**config.mk**
```make
export PLATFORM = sky130hd
export DESIGN_NAME = sdram_cmd_engine
export DESIGN_NICKNAME = d
export VERILOG_FILES = /design/src/rtl/sdce_pkg.sv /design/src/rtl/sdce_cmd_decode.sv /design/src/rtl/sdce_gap_counter.sv /design/src/rtl/sdce_pin_encode.sv /design/src/rtl/sdram_cmd_engine.sv
export SDC_FILE = /design/constraint.sdc
export NUM_CORES = 1
export LEC_CHECK = 0
export BUFFER_PORTS_ARGS = -buffer_cell sky130_fd_sc_hd__clkbuf_2
export CAP_MARGIN = 5
export CELL_PAD_IN_SITES_DETAIL_PLACEMENT = 0
export CELL_PAD_IN_SITES_GLOBAL_PLACEMENT = 1
export CORE_MARGIN = 3
export CORE_UTILIZATION = 37
export DETAILED_ROUTE_END_ITERATION = 7
export PLACE_DENSITY_LB_ADDON = 0.25
export SYNTH_ARGS = -nofsm -noshare
export SYNTH_HDL_FRONTEND = slang
export SYNTH_SLANG_ARGS = --single-unit
```
**constraint.sdc**
```tcl
create_clock -name clk -period 2 [get_ports clk]
set_input_delay 0.1 -clock clk [delete_from_list [all_inputs] [get_ports clk]]
set_output_delay 0.1 -clock clk [all_outputs]
set_load 0.03 [all_outputs]
```
**src/rtl/sdce_pkg.sv**
```systemverilog
package sdce_pkg;

    localparam int NBANK       = 2;
    localparam int SEL_B1_BIT  = 4;
    localparam int SEL_B2_BIT  = 3;
    localparam int RPT_LSB     = 5;
    localparam int MRV_LSB     = 9;
    localparam int RPT_W       = MRV_LSB - RPT_LSB;
    localparam int PRE_ALL_BIT = 10;

    typedef enum logic [2:0] {
        MD_NORMAL     = 3'd0,
        MD_CLK_EN     = 3'd1,
        MD_PRECHARGE  = 3'd2,
        MD_AUTOREF    = 3'd3,
        MD_LOAD_MODE  = 3'd4,
        MD_SELF_REF   = 3'd5,
        MD_POWER_DOWN = 3'd6,
        MD_RESERVED   = 3'd7
    } mode_e;

    typedef enum logic [1:0] {
        ST_IDLE  = 2'd0,
        ST_ISSUE = 2'd1,
        ST_GAP   = 2'd2
    } state_e;

    typedef enum logic [1:0] {
        DL_NONE = 2'd0,
        DL_RP   = 2'd1,
        DL_RC   = 2'd2,
        DL_MRD  = 2'd3
    } delay_sel_e;

endpackage

```
**src/rtl/sdce_cmd_decode.sv**
```systemverilog
module sdce_cmd_decode
    import sdce_pkg::*;
#(
    parameter int ADDR_W = 13
) (
    input  logic [ADDR_W+MRV_LSB-1:0] word,
    output mode_e                     mode,
    output logic [NBANK-1:0]          sel,
    output logic [RPT_W-1:0]          reps,
    output logic [ADDR_W-1:0]         mrv,
    output delay_sel_e                dsel
);

    always_comb begin
        mode   = mode_e'(word[2:0]);
        sel[0] = word[SEL_B1_BIT];
        sel[1] = word[SEL_B2_BIT];
        mrv    = word[MRV_LSB +: ADDR_W];
        reps   = '0;
        dsel   = DL_NONE;
        unique case (mode)
            MD_PRECHARGE: dsel = DL_RP;
            MD_AUTOREF: begin
                dsel = DL_RC;
                reps = word[RPT_LSB +: RPT_W];
            end
            MD_LOAD_MODE: dsel = DL_MRD;
            MD_NORMAL, MD_CLK_EN, MD_SELF_REF,
            MD_POWER_DOWN, MD_RESERVED: dsel = DL_NONE;
        endcase
    end

endmodule

```
**src/rtl/sdce_gap_counter.sv**
```systemverilog
module sdce_gap_counter #(
    parameter int TW = 4
) (
    input  logic          clk,
    input  logic          rst_n,
    input  logic          load,
    input  logic [TW-1:0] load_val,
    output logic          zero
);

    logic [TW-1:0] cnt_q;

    always_ff @(posedge clk or negedge rst_n) begin
        if (!rst_n) begin
            cnt_q <= '0;
        end else if (load) begin
            cnt_q <= load_val;
        end else if (cnt_q != '0) begin
            cnt_q <= cnt_q - 1'b1;
        end
    end

    assign zero = (cnt_q == '0);

endmodule

```
**src/rtl/sdce_pin_encode.sv**
```systemverilog
module sdce_pin_encode
    import sdce_pkg::*;
#(
    parameter int ADDR_W = 13
) (
    input  logic              issuing,
    input  mode_e             mode,
    input  logic [NBANK-1:0]  sel,
    input  logic [ADDR_W-1:0] mrv,
    input  logic [NBANK-1:0]  cke_held,
    output logic [NBANK-1:0]  cke,
    output logic [NBANK-1:0]  cs_n,
    output logic              ras_n,
    output logic              cas_n,
    output logic              we_n,
    output logic [1:0]        ba,
    output logic [ADDR_W-1:0] addr
);

    logic [NBANK-1:0] cke_raise;
    logic [NBANK-1:0] cke_drop;

    always_comb begin
        ras_n     = 1'b1;
        cas_n     = 1'b1;
        we_n      = 1'b1;
        ba        = 2'b00;
        addr      = '0;
        cke_raise = '0;
        cke_drop  = '0;
        if (issuing) begin
            unique case (mode)
                MD_NORMAL, MD_CLK_EN: cke_raise = sel;
                MD_PRECHARGE: begin
                    ras_n             = 1'b0;
                    we_n              = 1'b0;
                    addr[PRE_ALL_BIT] = 1'b1;
                end
                MD_AUTOREF: begin
                    ras_n = 1'b0;
                    cas_n = 1'b0;
                end
                MD_LOAD_MODE: begin
                    ras_n = 1'b0;
                    cas_n = 1'b0;
                    we_n  = 1'b0;
                    addr  = mrv;
                end
                MD_SELF_REF: begin
                    ras_n    = 1'b0;
                    cas_n    = 1'b0;
                    cke_drop = sel;
                end
                MD_POWER_DOWN: cke_drop = sel;
                MD_RESERVED: ;
            endcase
        end
    end

    for (genvar g = 0; g < NBANK; g++) begin : g_bank
        assign cs_n[g] = ~sel[g];
        assign cke[g]  = (cke_held[g] | cke_raise[g]) & ~cke_drop[g];
    end

endmodule

```
**src/rtl/sdram_cmd_engine.sv**
```systemverilog
module sdram_cmd_engine
    import sdce_pkg::*;
#(
    parameter int ADDR_W = 13,
    parameter int TW     = 4
) (
    input  logic                      clk,
    input  logic                      rst_n,
    input  logic                      cmd_wr,
    input  logic [ADDR_W+MRV_LSB-1:0] cmd_word,
    input  logic [TW-1:0]             t_rp,
    input  logic [TW-1:0]             t_rc,
    input  logic [TW-1:0]             t_mrd,
    output logic                      busy,
    output logic                      err,
    output logic [NBANK-1:0]          cke,
    output logic [NBANK-1:0]          cs_n,
    output logic                      ras_n,
    output logic                      cas_n,
    output logic                      we_n,
    output logic [1:0]                ba,
    output logic [ADDR_W-1:0]         addr
);

    state_e             state_q, state_d;
    mode_e              dec_mode, mode_q;
    logic [NBANK-1:0]   dec_sel, sel_q;
    logic [RPT_W-1:0]   dec_reps, reps_q;
    logic [ADDR_W-1:0]  dec_mrv, mrv_q;
    delay_sel_e         dec_dsel, dsel_q;
    logic [NBANK-1:0]   cke_q;
    logic               err_q;
    logic               accept;
    logic               gap_zero;
    logic [TW-1:0]      gap_len;

    assign accept = cmd_wr && (state_q == ST_IDLE);

    sdce_cmd_decode #(.ADDR_W(ADDR_W)) u_dec (
        .word (cmd_word),
        .mode (dec_mode),
        .sel  (dec_sel),
        .reps (dec_reps),
        .mrv  (dec_mrv),
        .dsel (dec_dsel)
    );

    always_comb begin
        gap_len = '0;
        unique case (dsel_q)
            DL_NONE: gap_len = '0;
            DL_RP:   gap_len = t_rp;
            DL_RC:   gap_len = t_rc;
            DL_MRD:  gap_len = t_mrd;
        endcase
    end

    sdce_gap_counter #(.TW(TW)) u_gap (
        .clk      (clk),
        .rst_n    (rst_n),
        .load     (state_q == ST_ISSUE),
        .load_val (gap_len),
        .zero     (gap_zero)
    );

    always_ff @(posedge clk or negedge rst_n) begin
        if (!rst_n) begin
            state_q <= ST_IDLE;
        end else begin
            state_q <= state_d;
        end
    end

    always_comb begin
        state_d = state_q;
        unique case (state_q)
            ST_IDLE:  if (cmd_wr) state_d = ST_ISSUE;
            ST_ISSUE: state_d = ST_GAP;
            ST_GAP: begin
                if (gap_zero) begin
                    state_d = (reps_q != '0) ? ST_ISSUE : ST_IDLE;
                end
            end
            default:  state_d = ST_IDLE;
        endcase
    end

    always_ff @(posedge clk or negedge rst_n) begin
        if (!rst_n) begin
            mode_q <= MD_NORMAL;
            sel_q  <= '0;
            reps_q <= '0;
            mrv_q  <= '0;
            dsel_q <= DL_NONE;
            cke_q  <= '0;
            err_q  <= 1'b0;
        end else begin
            if (accept) begin
                mode_q <= dec_mode;
                sel_q  <= dec_sel;
                reps_q <= dec_reps;
                mrv_q  <= dec_mrv;
                dsel_q <= dec_dsel;
                err_q  <= 1'b0;
            end else if (cmd_wr) begin
                err_q  <= 1'b1;
            end
            if (state_q == ST_GAP && gap_zero && reps_q != '0) begin
                reps_q <= reps_q - 1'b1;
            end
            if (state_q == ST_ISSUE) begin
                cke_q <= cke;
            end
        end
    end

    sdce_pin_encode #(.ADDR_W(ADDR_W)) u_pins (
        .issuing  (state_q == ST_ISSUE),
        .mode     (mode_q),
        .sel      (sel_q),
        .mrv      (mrv_q),
        .cke_held (cke_q),
        .cke      (cke),
        .cs_n     (cs_n),
        .ras_n    (ras_n),
        .cas_n    (cas_n),
        .we_n     (we_n),
        .ba       (ba),
        .addr     (addr)
    );

    assign busy = (state_q != ST_IDLE);
    assign err  = err_q;

endmodule

```
; Word level (Yosys, flattened, before mapping)
; Cells that the tools add are included.
[totals]
memories = 0
elab_cells = 87
rom_bits = 0
input_bits = 37
ff_bits = 33
out_inout_bits = 24
ramBits = 0
latchBits = 0
[classes]
multipliers = 0
n_mux = 27
magnitude_cmp = 0
n_div = 0
n_reduce_logical = 21
eq_ne = 20
n_shift = 0
add_sub_neg = 2
n_bitwise = 8
[ops]
columns = op, n
row1 = $eq A3 B3 Y1 const B, 7
row2 = $mux W4, 5
row3 = $pmux W4 S4, 1
row4 = $mux W2, 7
row5 = $mux W13, 1
row6 = $eq A3 B2 Y1 const B, 4
row7 = $mux W10, 1
row8 = $mux W1, 9
row9 = $pmux W2 S4, 1
row10 = $reduce_bool A2 Y1, 4
row11 = $reduce_bool A4 Y1, 2
row12 = $sub A4 B1 Y4 const B, 2
row13 = $eq A2 B2 Y1 const B, 3
row14 = $eq A3 B1 Y1 const B, 2
row15 = $logic_not A3 Y1, 2
row16 = $pmux W2 S3, 1
row17 = $reduce_or A2 Y1, 3
row18 = $reduce_or A5 Y1, 1
row19 = $eq A2 B1 Y1 const B, 2
row20 = $logic_not A2 Y1, 2
row21 = $logic_not A4 Y1, 1
row22 = $ne A2 B2 Y1 const B, 2
row23 = $not A1 Y1, 4
row24 = $reduce_or A4 Y1, 1
row25 = 6 further kinds, 10

; Depth between registers and ports, before layout
[logic_depth]
word_depth = 6
depth_mapped = 6
ltp_nobuf = 6

; Cells and area by module
; From an unflattened synthesis, not the netlist that was laid out.
[unflattened]
cells_unflattened = 181
hier_area_um2 = 1979.4
[by_module_without_submodules]
columns = mod, cells_per_inst, seq_area_each_um2, area_each_um2, instances
row1 = sdram_cmd_engine, 93, 725.7, 1320.0, 1
row2 = sdce_pin_encode, 38, 0.0, 234.0, 1
row3 = sdce_gap_counter, 23, 100.1, 232.7, 1
row4 = sdce_cmd_decode, 27, 0.0, 192.7, 1

; Least setup slack after synthesis
; Ideal clock, no wire load.
[synth_timing]
path_kind = reg2out
start = register state_q[1]
end = output port addr[10]
n_path_buf = 1
setup_slack_ns = 0.392
arrival_time_ns = 1.508
stages_incl_launch_ff = 4
t_required_ns = 1.900
cell_sequence = dfrtp_1 nand2b_1 buf_2 nor3_1
[synth_between]
elab_chain_len = 2
[synth_lines]
columns = item, line_no
row1 = "start, declared", sdram_cmd_engine.sv:25  ; state_e state_q, state_d;
row2 = "start signal, assigned", sdram_cmd_engine.sv:70  ; state_q <= state_d;
row3 = $eq A2 B1 Y1, sdram_cmd_engine.sv:118  ; .issuing (state_q == ST_ISSUE),
row4 = $mux W13, sdce_pin_encode.sv:31  ; if (issuing) begin
row5 = "end, declared", sdram_cmd_engine.sv:22  ; output logic [ADDR_W-1:0] addr
; No other way between the ends.

; Worst setup path after layout
[layout_timing]
start = register state_q[1]
end = output port addr[12]
; Same word-level chain as after synthesis.

==> results.json <==
{
  "clkTransAtPathRegs_ns": 0.07,
  "layout-drive-gt1-share": 0.413,
  "grt_overflow": 0,
  "finalCritPeriodShare": 0.926,
  "synth_area_leaders": "dfrtp_1 (48%), mux2_2 (12%), and2_1 (4.7%), a21oi_1 (4.0%), ha_1 (2.9%)",
  "synth_top_area_cell": "dfrtp_1",
  "fin_area_um2": 2230,
  "crit_chain": "nand2b_2 > nor4_2 > buf_4 > and2_1 > clkbuf_2",
  "die_w_um": 74.5,
  "cp_top_family": "simple AND/OR/NAND/NOR gates",
  "routed_wl_um": 3850,
  "start_util": 0.390,
  "synth-seq-cells": 33,
  "clk_path_buf_depth": 2,
  "initialDrtViolationCount": 46,
  "final_antenna_net_count": 0,
  "setup-violations-final": 0,
  "nets": 270,
  "instances_no_fill": 282,
  "diodes": 0,
  "clock_skew_ns": 0.00642,
  "first_pass_iters": 4,
  "rr_startpoint": "u_gap.cnt_q[0]",
  "die_y_um": 74.5,
  "dpl-instance-area_um2": 2090,
  "wl_per_cell_um": 13.6,
  "r2r-end": "reps_q[3]",
  "rows": 24,
  "tightest_slew_ns": 0.824,
  "max_clock_freq_ghz": 0.540,
  "netlist_area_um2": 1740,
  "synth_ff_type": "dfrtp_1",
  "status": "complete, no violations",
  "ys_seq_area_frac": 0.476,
  "tns_ns": 0,
  "die_area_um2": 5550,
  "antenna_found_initial": 0,
  "hpwl_um": 2900,
  "hold_viol": 0,
  "path_depth": 5,
  "r2r_slack_ns": 0.40,
  "postSynthAreaPerCell_um2": 10.5,
  "gp_congestion": 0.772,
  "path_buf_inv": 2,
  "numPortBuffers": 58,
  "grt_pass1_wl_um": 6410,
  "grt_pass1_vias": 1461,
  "endpoint_kind": "output port",
  "num_vias": 1414,
  "clk_latency_ns": 0.29,
  "crit_path_start_kind": "flip-flop",
  "synth_edf_count": 0,
  "slowest_delay_ns": 0.48,
  "rsz0062_at_grt": "false",
  "ff_latch_area_um2": 826,
  "hold_class": "in -> reg",
  "slew_violations": 0,
  "nFillCells": 436,
  "place_inst": 273,
  "syn_to_final_growth_pct": 28.4,
  "synth_top_area_share": 0.476,
  "synth_cell_types": 39,
  "synth_most_common_cell": "dfrtp_1",
  "relSlewSlack": 0.451,
  "multiInputGateArea_um2": 850,
  "cp_data_required_time_ns": 1.90,
  "reg2reg_depth": 5,
  "viasPerCell": 5.01,
  "p_leak_uw": 0.00107,
  "path_class": "reg -> out",
  "slowest_stage": "dfrtp_1",
  "drc_errors": 0,
  "coreArea_um2": 4440,
  "cp-startpoint": "state_q[1]",
  "critical_path.endpoint": "addr[12]",
  "drv_cap": 0,
  "p_per_area_nw_per_um2": 1490,
  "critPathArrivalTime_ns": 1.75,
  "cts_tree": "yes",
  "grt.total_usage": 0.152,
  "vdd_drop_max_v": 0.000470,
  "fin_crit_ns": 1.85,
  "async_flop_share": 1.00,
  "root_buffer": "clkbuf_8",
  "synthTopCellsByCount": "dfrtp_1 (33), mux2_2 (18), a21oi_1 (14)",
  "finish.utilization": 0.501,
  "ioPinCount": 61,
  "cts-htree-levels": 2,
  "path_max_fanout": 12,
  "grt_max_degree": 34,
  "postSynthCellCount": 165,
  "cts_inserted_buffers": 5,
  "clock-sinks": 33,
  "min_from": "cmd_word[4]",
  "yosysWarnings": 0
}
[per-layer routing]
layer | track usage | up-vias | wire, um | share of wire
met2 | 0.242 | 49 | 1760 | 0.46
met4 | 0.0791 | 0 | 99 | 0.026
met1 | 0.178 | 653 | 1680 | 0.44
li1 | - | 703 | - | -
met3 | 0.0581 | 9 | 308 | 0.080
met5 | 0 | - | 0 | 0
[cells in the final DEF (no fill, tap or decap), drive strengths merged, types with 2 or more instances in the layout]
cell type / instances
nand2: 8
xnor2: 2
dfrtp: 33
o21ai: 8
conb: 2
and2: 13
nand2b: 3
buf: 4
nor2: 11
a21o: 2
nor3b: 2
clkbuf: 64
ha: 4
a31oi: 3
a221oi: 4
inv: 10
or3: 2
mux2: 18
a21oi: 14
nor3: 3
[logic make-up after synthesis]
family                     synth area share
DFF                                   0.476
other                               0.00216
adders and majority gates            0.0288
buffers and inverters                0.0440
muxes                                 0.117
AOI/OAI and AO/OA                     0.143
xor gates and xnor gates             0.0151
and+or+nand+nor                       0.174
[worst min-delay path by stage]
stage	to	slack (ns)	cells after the start
6_report	sel_q[0]	0.01	3
3_3_place_gp	mrv_q[10]	0.24	1
2_1_floorplan	cke_q[0]	-0.20	0
3_5_place_dp	mrv_q[10]	0.24	1
5_1_grt	reps_q[1]	0.03	3
4_1_cts	sel_q[0]	0.005	3
[what timing repair did]
item / CTS / global route
endpoints found under the setup margin: 0 / 2
setup buffers: 0 / 0
hold endpoints to repair: 33 / 0
gates resized for setup: 0 / 2
hold buffers: 1 / 0
[per-stage QoR]
stage	setup WS [ns]	hold WS (ns)	power, uW
after detailed placement	0.356	0.243	2680
final	0.149	0.0128	3320
after global routing	0.0289	0.0259	3590
after floorplan	0.392	-0.196	2290
after CTS	0.110	0.00484	3350
after global placement	0.399	0.237	2670
[power by group]
group          total (uW)  switching [uW]  internal, uW  leakage, uW
sequential           1280             281           998     0.000397
combinational        1390             748           639     0.000612
clock                 652             247           405    0.0000574
[area by class of cell]
cell class              count  area share
flip-flops and latches     33       0.371
well taps                  52      0.0292
repair buffers             63       0.148
clock inverters             2      0.0168
clock buffers               6      0.0371
multi-input cells         116       0.381
inverters                  10      0.0168
[worst register-to-register path, stage by stage, from the launching register on]
cell and delay, ns:
dfrtp_1 0.38, inv_1 0.09, ha_1 0.26, nand4bb_4 0.15, a211o_1 0.35, o311ai_1 0.27
[registers in the layout, indices dropped and copies added, names as in the netlist]
name         flops
cke_q            2
dsel_q           2
err              1
mode_q           3
mrv_q           13
reps_q           4
sel_q            2
state_q          2
u_gap.cnt_q      4
Power figures use the tool's default switching activity.
